File: config.mk
export PLATFORM = sky130hd
export DESIGN_NAME = pwb_page_writer
export DESIGN_NICKNAME = d
export VERILOG_FILES = /design/src/rtl/pwb_pkg.sv /design/src/rtl/pwb_page_latch.sv /design/src/rtl/pwb_commit_seq.sv /design/src/rtl/pwb_page_writer.sv
export SDC_FILE = /design/constraint.sdc
export NUM_CORES = 1
export LEC_CHECK = 0
export CELL_PAD_IN_SITES_DETAIL_PLACEMENT = 0
export CELL_PAD_IN_SITES_GLOBAL_PLACEMENT = 1
export CORE_UTILIZATION = 35
export CTS_CLUSTER_SIZE = 25
export DETAILED_ROUTE_END_ITERATION = 6
export PLACE_DENSITY_LB_ADDON = 0.1
export SLEW_MARGIN = 20
export SYNTH_ARGS = -nofsm -noshare
export SYNTH_HDL_FRONTEND = slang
export SYNTH_HIERARCHICAL = 1
export SYNTH_SLANG_ARGS = --single-unit
File: constraint.sdc
create_clock -name clk_i -period 3.8 [get_ports clk_i]
set_clock_uncertainty 0.1 [all_clocks]
set_input_delay 0.76 -clock clk_i [delete_from_list [all_inputs] [get_ports clk_i]]
set_output_delay 0.76 -clock clk_i [all_outputs]
set_load 0.02 [all_outputs]
File: src/rtl/pwb_pkg.sv
package pwb_pkg;
    typedef enum logic [1:0] {
        SEQ_IDLE   = 2'd0,
        SEQ_COMMIT = 2'd1,
        SEQ_HOLD   = 2'd2
    } seq_state_e;
endpackage

File: src/rtl/pwb_page_latch.sv
module pwb_page_latch #(
    parameter int ADDR_W     = 8,
    parameter int DATA_W     = 8,
    parameter int PAGE_BYTES = 16,
    localparam int SLOT_W    = $clog2(PAGE_BYTES),
    localparam int PAGE_W    = ADDR_W - SLOT_W
) (
    input  logic              clk_i,
    input  logic              rst_ni,
    input  logic              clr_i,
    input  logic              load_i,
    input  logic [ADDR_W-1:0] addr_i,
    input  logic              wr_i,
    input  logic [DATA_W-1:0] data_i,
    input  logic              close_i,
    input  logic [SLOT_W-1:0] rd_idx_i,
    output logic [PAGE_W-1:0] page_o,
    output logic              open_o,
    output logic [DATA_W-1:0] rd_data_o,
    output logic              rd_vld_o
);
    typedef struct packed {
        logic [PAGE_W-1:0]                      page;
        logic [SLOT_W-1:0]                      ptr;
        logic                                   open;
        logic [PAGE_BYTES-1:0]                  vld;
        logic [PAGE_BYTES-1:0][DATA_W-1:0]      data;
    } lat_t;

    lat_t lat_d, lat_q;

    always_comb begin
        lat_d = lat_q;
        if (clr_i) begin
            lat_d.open = 1'b0;
            lat_d.vld  = '0;
        end else begin
            if (load_i) begin
                lat_d.page = addr_i[ADDR_W-1:SLOT_W];
                lat_d.ptr  = addr_i[SLOT_W-1:0];
                lat_d.open = 1'b1;
                lat_d.vld  = '0;
            end else if (wr_i && lat_q.open) begin
                lat_d.data[lat_q.ptr] = data_i;
                lat_d.vld[lat_q.ptr]  = 1'b1;
                lat_d.ptr             = lat_q.ptr + 1'b1;
            end
            if (close_i) begin
                lat_d.open = 1'b0;
            end
        end
    end

    always_ff @(posedge clk_i or negedge rst_ni) begin
        if (!rst_ni) begin
            lat_q <= '0;
        end else begin
            lat_q <= lat_d;
        end
    end

    assign page_o    = lat_q.page;
    assign open_o    = lat_q.open;
    assign rd_data_o = lat_q.data[rd_idx_i];
    assign rd_vld_o  = lat_q.vld[rd_idx_i];

    // page number never moves while a transaction stays open
    a_r3_page_fixed: assert property (@(posedge clk_i) disable iff (!rst_ni)
        (lat_q.open && $past(lat_q.open) && !$past(load_i)) |-> $stable(lat_q.page));

    // a clear leaves no valid slot and no open transaction
    a_r8_clear_empties: assert property (@(posedge clk_i) disable iff (!rst_ni)
        $past(clr_i) |-> (lat_q.vld == '0 && !lat_q.open));
endmodule

File: src/rtl/pwb_commit_seq.sv
module pwb_commit_seq
    import pwb_pkg::*;
#(
    parameter int PAGE_BYTES = 16,
    parameter int WR_CYCLES  = 500000,
    localparam int SLOT_W    = $clog2(PAGE_BYTES),
    localparam int CNT_W     = $clog2(WR_CYCLES + 1)
) (
    input  logic              clk_i,
    input  logic              rst_ni,
    input  logic              go_i,
    output logic [SLOT_W-1:0] idx_o,
    output logic              commit_o,
    output logic              busy_o,
    output logic              done_o
);
    localparam logic [SLOT_W-1:0] LAST_SLOT = SLOT_W'(PAGE_BYTES - 1);
    localparam logic [CNT_W-1:0]  LAST_CNT  = CNT_W'(WR_CYCLES - 1);

    typedef struct packed {
        seq_state_e        st;
        logic [SLOT_W-1:0] idx;
        logic [CNT_W-1:0]  cnt;
    } seq_t;

    seq_t seq_d, seq_q;

    always_comb begin
        seq_d = seq_q;
        unique case (seq_q.st)
            SEQ_IDLE: begin
                if (go_i) begin
                    seq_d.st  = SEQ_COMMIT;
                    seq_d.idx = '0;
                end
            end
            SEQ_COMMIT: begin
                if (seq_q.idx == LAST_SLOT) begin
                    seq_d.st  = SEQ_HOLD;
                    seq_d.cnt = '0;
                end else begin
                    seq_d.idx = seq_q.idx + 1'b1;
                end
            end
            SEQ_HOLD: begin
                if (seq_q.cnt == LAST_CNT) begin
                    seq_d.st = SEQ_IDLE;
                end else begin
                    seq_d.cnt = seq_q.cnt + 1'b1;
                end
            end
            default: seq_d.st = SEQ_IDLE;
        endcase
    end

    always_ff @(posedge clk_i or negedge rst_ni) begin
        if (!rst_ni) begin
            seq_q <= '{st: SEQ_IDLE, idx: '0, cnt: '0};
        end else begin
            seq_q <= seq_d;
        end
    end

    assign idx_o    = seq_q.idx;
    assign commit_o = (seq_q.st == SEQ_COMMIT);
    assign busy_o   = (seq_q.st != SEQ_IDLE);
    assign done_o   = (seq_q.st == SEQ_HOLD) && (seq_q.cnt == LAST_CNT);

    // the commit walk moves up exactly one slot per cycle
    a_r5_slot_ascend: assert property (@(posedge clk_i) disable iff (!rst_ni)
        (commit_o && $past(commit_o)) |-> (idx_o == $past(idx_o) + 1'b1));

    // the hold timer never exceeds its programmed limit
    a_r6_hold_bound: assert property (@(posedge clk_i) disable iff (!rst_ni)
        (seq_q.st == SEQ_HOLD) |-> (seq_q.cnt <= LAST_CNT));

    // a busy period never collapses to a single cycle
    a_r6_busy_min: assert property (@(posedge clk_i) disable iff (!rst_ni)
        $rose(busy_o) |=> busy_o);
endmodule

File: src/rtl/pwb_page_writer.sv
module pwb_page_writer #(
    parameter int ADDR_W     = 8,
    parameter int DATA_W     = 8,
    parameter int PAGE_BYTES = 16,
    parameter int WR_CYCLES  = 500000
) (
    input  logic              clk_i,
    input  logic              rst_ni,
    input  logic              start_i,
    input  logic              addr_load_i,
    input  logic [ADDR_W-1:0] addr_i,
    input  logic              byte_vld_i,
    input  logic [DATA_W-1:0] byte_i,
    input  logic              stop_i,
    input  logic              wr_allow_i,
    output logic              mem_we_o,
    output logic [ADDR_W-1:0] mem_addr_o,
    output logic [DATA_W-1:0] mem_data_o,
    output logic              busy_o
);
    localparam int SLOT_W = $clog2(PAGE_BYTES);
    localparam int PAGE_W = ADDR_W - SLOT_W;

    logic              busy_w, commit_w, done_w, open_w, slot_vld_w;
    logic [SLOT_W-1:0] idx_w;
    logic [PAGE_W-1:0] page_w;
    logic              start_ok, load_ok, byte_ok, stop_ok, go_w;

    assign start_ok = start_i     && !busy_w;
    assign load_ok  = addr_load_i && !busy_w;
    assign byte_ok  = byte_vld_i  && !busy_w;
    assign stop_ok  = stop_i      && !busy_w;
    assign go_w     = stop_ok && open_w;

    pwb_page_latch #(
        .ADDR_W(ADDR_W), .DATA_W(DATA_W), .PAGE_BYTES(PAGE_BYTES)
    ) u_latch (
        .clk_i    (clk_i),
        .rst_ni   (rst_ni),
        .clr_i    (start_ok || done_w),
        .load_i   (load_ok),
        .addr_i   (addr_i),
        .wr_i     (byte_ok),
        .data_i   (byte_i),
        .close_i  (stop_ok),
        .rd_idx_i (idx_w),
        .page_o   (page_w),
        .open_o   (open_w),
        .rd_data_o(mem_data_o),
        .rd_vld_o (slot_vld_w)
    );

    pwb_commit_seq #(
        .PAGE_BYTES(PAGE_BYTES), .WR_CYCLES(WR_CYCLES)
    ) u_seq (
        .clk_i   (clk_i),
        .rst_ni  (rst_ni),
        .go_i    (go_w),
        .idx_o   (idx_w),
        .commit_o(commit_w),
        .busy_o  (busy_w),
        .done_o  (done_w)
    );

    assign mem_addr_o = {page_w, idx_w};
    assign mem_we_o   = commit_w && slot_vld_w && wr_allow_i;
    assign busy_o     = busy_w;

    // array strobes appear only inside the busy window
    a_r5_we_only_busy: assert property (@(posedge clk_i) disable iff (!rst_ni)
        mem_we_o |-> busy_o);

    // the page presented to the array is frozen while busy
    a_r9_page_frozen: assert property (@(posedge clk_i) disable iff (!rst_ni)
        (busy_o && $past(busy_o)) |-> $stable(mem_addr_o[ADDR_W-1:SLOT_W]));

    // no strobe while idle
    a_r1_idle_quiet: assert property (@(posedge clk_i) disable iff (!rst_ni)
        !busy_o |-> !mem_we_o);
endmodule

# ---- After elaboration in Yosys (flattened, before gate mapping)
# Cells that the tools add are included.
dict set report op_classes {
  n_eq_ne 9
  n_addsub 3
  n_lt_le_gt_ge 3
  n_reduce_logical 25
  n_bitwise 3
  n_mux 25
}
# op count
set ops {}
lappend ops {{$mux 144} 1}
lappend ops {{$bwmux 128} 1}
lappend ops {{$mux 19} 2}
lappend ops {{$pmux 19 s2} 1}
lappend ops {{$bmux 8 s4} 1}
lappend ops {{$demux 8 s4} 1}
lappend ops {{$add 19x1->19 const B} 1}
lappend ops {{$eq 19x19->1 const B} 1}
lappend ops {{$mux 17} 1}
lappend ops {{$mux 16} 1}
lappend ops {{$mux 8} 2}
lappend ops {{$or 16x16->16} 1}
lappend ops {{$mux 4} 3}
lappend ops {{$reduce_and 3->1} 4}
lappend ops {{$logic_and 1x1->1} 10}
lappend ops {{$lt 4x5->1 const B} 2}
lappend ops {{$add 4x1->4 const B} 2}
lappend ops {{$ne 2x2->1 const B} 4}
lappend ops {{$pmux 4 s2} 1}
lappend ops {{$reduce_bool 2->1} 4}
lappend ops {{$mux 6} 1}
lappend ops {{$pmux 2 s3} 1}
lappend ops {{$reduce_bool 3->1} 2}
lappend ops {{$bmux 1 s4} 1}
lappend ops {{other kinds (13)} 19}
dict set report word_totals {
  inputBits 23
  register_bits 178
}

# ---- Logic depth before layout (Yosys ltp)
dict set report depth {
  depth_word 8
  mapped_depth 9
  ltp_nobuf 7
}

# ---- Modules after synthesis
# The synthesis kept the hierarchy.
# module cells_each instances seq_area_each_um2 area_per_inst_um2
set by_module_without_submodules {}
lappend by_module_without_submodules {pwb_page_latch 463 1 3828.7 7194.4}
lappend by_module_without_submodules {pwb_commit_seq 153 1 625.6 1396.3}
lappend by_module_without_submodules {pwb_page_writer 7 1 0.0 50.0}

# ---- Worst setup path before layout
# Ideal clock, no wire load.
dict set report synth_timing {
  kind {flip-flop to flip-flop}
  start {register u_seq/seq_q[12] (netlist name)}
  end {register with a tool-made name}
  arrival_time_ps 2759
  path_stages_with_launch 10
  setup_ps 125
  slack_ps 816
  synth_period_minus_slack_ps 2984
  cell_sequence {dfrtp_1 or4b_1 or4_4 nor3_1 a21o_1 and4bb_1 buf_6 buf_12 nand3_4 mux2_2}
}
# item line
set synth_lines {}
lappend synth_lines {{start: declaration} pwb_commit_seq.sv:26} ;# seq_t seq_d, seq_q;
lappend synth_lines {{start signal: assignment} pwb_commit_seq.sv:58} ;# seq_q <= '{st: SEQ_IDLE, idx: '0, cnt: '0};
lappend synth_lines {{start signal: assignment} pwb_commit_seq.sv:60} ;# seq_q <= seq_d;

# ---- Final worst setup path
dict set report layout_timing {
  start {register u_seq.seq_q, in the netlist u_seq/idx_o[0]}
  end {output port mem_data_o[7]}
}
dict set report layout_between {
  elab_chain_len 2
}
# item line
set layout_lines {}
lappend layout_lines {{$bmux 8 s4} pwb_page_latch.sv:64} ;# assign rd_data_o = lat_q.data[rd_idx_i];
lappend layout_lines {{$mux 8 (not written as such)} pwb_page_latch.sv:64}
lappend layout_lines {{end: declaration} pwb_page_writer.sv:18} ;# output logic [DATA_W-1:0] mem_data_o,
# Every way passes these cells. The select of a mux whose other input is x is not followed.

==> impl_metrics.ini <==
[status]
status = completed

[sta]
fmax_ghz = 0.276
whs_ns = 0.259
fin_crit_ns = 3.62
rsz0062_at_grt = false
worst_slack_ns = 0.176
finalHoldViolations = 0
fin_crit_sh = 0.954
relSlewSlack = 0.452
tns_ns = 0
worst_pin_slew_ns = 0.821
drv_slew = 0
finalSetupViolations = 0

[clock_tree]
clock_sinks = 178
clk_transition_reported_paths_ns = 0.08
cts_tree = built
htree_levels = 4
ctsRootBufferMaster = clkbuf_16
clk_latency_ns = 0.43
cts_buffer_depth = 2
cts_made_buffers = 17
postCtsSetupBuffers = 0
cts_resized = 0
hold_buffers = 0

[placed_design]
dp_cells = 964
portBuffers = 40
routabilityCongestion = 0.726
dpl_worst_slack_ns = 0.296
place_area_um2 = 9340
detailed_place_hpwl_mm = 13.3

[setup_path]
crit_buf_inv = 2
required_ns = 2.94
cp_slowest_cell = dfrtp_4
r2r_slack_ns = 0.38
max_stage_delay_ns = 0.59
worstPathMaxFanout = 13
path_cells = buf_4 > mux4_2 > a22oi_1 > nand2_1 > clkdlybuf4s50_1
start_kind = flop
cp_data_arrival_time_ns = 2.76
rr_worst_depth = 8
cpLargestDelayFamily = buffers and inverters
r2r_start = u_seq/seq_q[12]$_DFFE_PN0P_
path_class = reg2out
end_kind = output port

[hold_path]
holdCritPathClass = in2async

[finish]
final_cell_count_no_fill = 996
diodes = 0
nets = 688
mostFrequentLayoutCell = dfrtp_1
final_cell_mix = dfrtp_1 (176), mux2_2 (121), nand2_1 (60)
fill_cells = 2290
multiInputGateArea_um2 = 3860
fin_util = 0.411
layout-drive-gt1-share = 0.363
area.sequential_um2 = 4460
syn2layout_area_growth_pct = 15.2
final_cell_area_um2 = 9960

[floorplanning]
pin_count = 41
start_util = 0.356
floorplan.rows = 57
die_width_um = 159
core_um2 = 24200
fp.dieArea_um2 = 25300
fp.dieH_um = 159

[global_routing]
grt-ovfl-total = 0
grt_pass1_vias = 5508
track_usage = 0.168
grt_pass1_wl_mm = 32.3
grt_antenna_before_repair = 0
grt_max_degree = 82

[power_and_ir_drop]
p_total_mw = 6.87
p_sw_mw = 2.22
internal-power_mw = 4.65
ir_drop_uv = 262
clkPwrFrac = 0.271
power_frac_seq = 0.419
p_leak_nw = 4.65
p_sw_frac = 0.323
pwr-share-comb = 0.310
p_per_area_nw_per_um2 = 690

[yosys]
yosysSeqAreaShare = 0.515
netlist_top_cells_area = dfrtp_1 (52%), mux2_2 (16%), mux4_2 (9.4%)
netlist_area_um2 = 8640
async_flop_share = 1.00
synth_edf_count = 0
yosysTopAreaCell = dfrtp_1
synth_seq_cells = 178
yosysWarnings = 6
yosysUniqueCellTypes = 59
synthesis.nets = 652
avgSynthCellArea_um2 = 13.9
synth.top_cell.area_share = 0.515
synth_flop_cell = dfrtp_1
syn_inst = 623

[routing]
firstDrtPassIters = 4
vias = 5282
drt_iter0_markers = 244
routed_via_density = 5.30
routedWlPerCell_um = 20.3
antenna_left = 0
routed_wl_mm = 20.2
drc = 0

[flow_run]
cap_violations = 0
-- power by group through the flow --
stage	Combinational [mW]	Clock (mW)	Sequential (mW)
2_1_floorplan	1.74	0	2.66
3_3_place_gp	2.12	0	2.88
3_5_place_dp	2.16	0	2.91
4_1_cts	2.17	1.92	2.88
5_1_grt	2.29	2.01	2.97
6_report	2.13	1.86	2.88
-- synth_stat cells, drive strengths merged (2+ instances only) --
cell type / number
a22oi: 18
o21a: 2
o22a: 2
or4: 2
nor4: 3
and4: 2
inv: 9
nand2b: 3
nor2b: 7
a41oi: 4
dfrtp: 178
nor3: 6
nor2: 15
and2b: 3
a21oi: 11
mux2: 133
nand2: 60
mux4: 36
dlygate4sd1: 7
clkbuf: 8
a2bb2oi: 3
nand3: 31
a31oi: 5
ha: 6
o21ai: 8
nand4: 8
and2: 3
and3: 3
or3: 2
mux2i: 9
buf: 24
-- kinds of logic (layout without fill, tap and decap cells) --
kind of cell	count (synthesis)	count (layout)	share of synthesized area
mux	178	178	0.281
flops	178	178	0.515
simple gates	153	153	0.108
compound gates	59	59	0.0479
buf+inv	49	98	0.0379
fa+ha+maj	6	6	0.00869
-- worst max path at each step --
| stage | start | end | slack [ns] | cells past startpoint |
|---|---|---|---|---|
| 3_3_place_gp | u_seq/seq_q[12]$_DFFE_PN0P_ | flop | 0.38 | 8 |
| 4_1_cts | u_seq/idx_o[0]$_DFFE_PN0P_ | mem_data_o[3] | 0.03 | 5 |
| 6_report | u_seq/idx_o[0]$_DFFE_PN0P_ | mem_data_o[7] | 0.18 | 5 |
| 2_1_floorplan | u_seq/seq_q[12]$_DFFE_PN0P_ | flop | 0.82 | 9 |
| 5_1_grt | u_seq/idx_o[0]$_DFFE_PN0P_ | mem_data_o[7] | 0.0006 | 5 |
| 3_5_place_dp | u_seq/seq_q[12]$_DFFE_PN0P_ | flop | 0.30 | 8 |
-- area by class of cell --
| type | instances | area share |
|---|---|---|
| sequential | 178 | 0.448 |
| multi-input combinational | 396 | 0.388 |
| timing repair buffer | 57 | 0.0582 |
| clock buffer | 17 | 0.0427 |
| tap | 324 | 0.0407 |
| clock inverter | 15 | 0.0194 |
| inverter | 9 | 0.00364 |
-- worst reg2reg max path, cell delays in order (launching register included) --
cell and delay, ns:
dfrtp_1 0.43, or4b_1 0.54, or4_4 0.58, nor3_1 0.31, a21o_1 0.14, and4bb_1 0.26, buf_4 0.26, nand3_2 0.29
mux2_2 0.38
-- per-layer routing --
metal / up-vias / global-route usage / routed length, um
met4: 0 / 0.0411 / 203
met5: - / 0 / 0
met1: 2811 / 0.229 / 9380
li1: 2374 / - / -
met3: 15 / 0.0352 / 635
met2: 82 / 0.276 / 9980
Power figures use the tool's default switching activity.
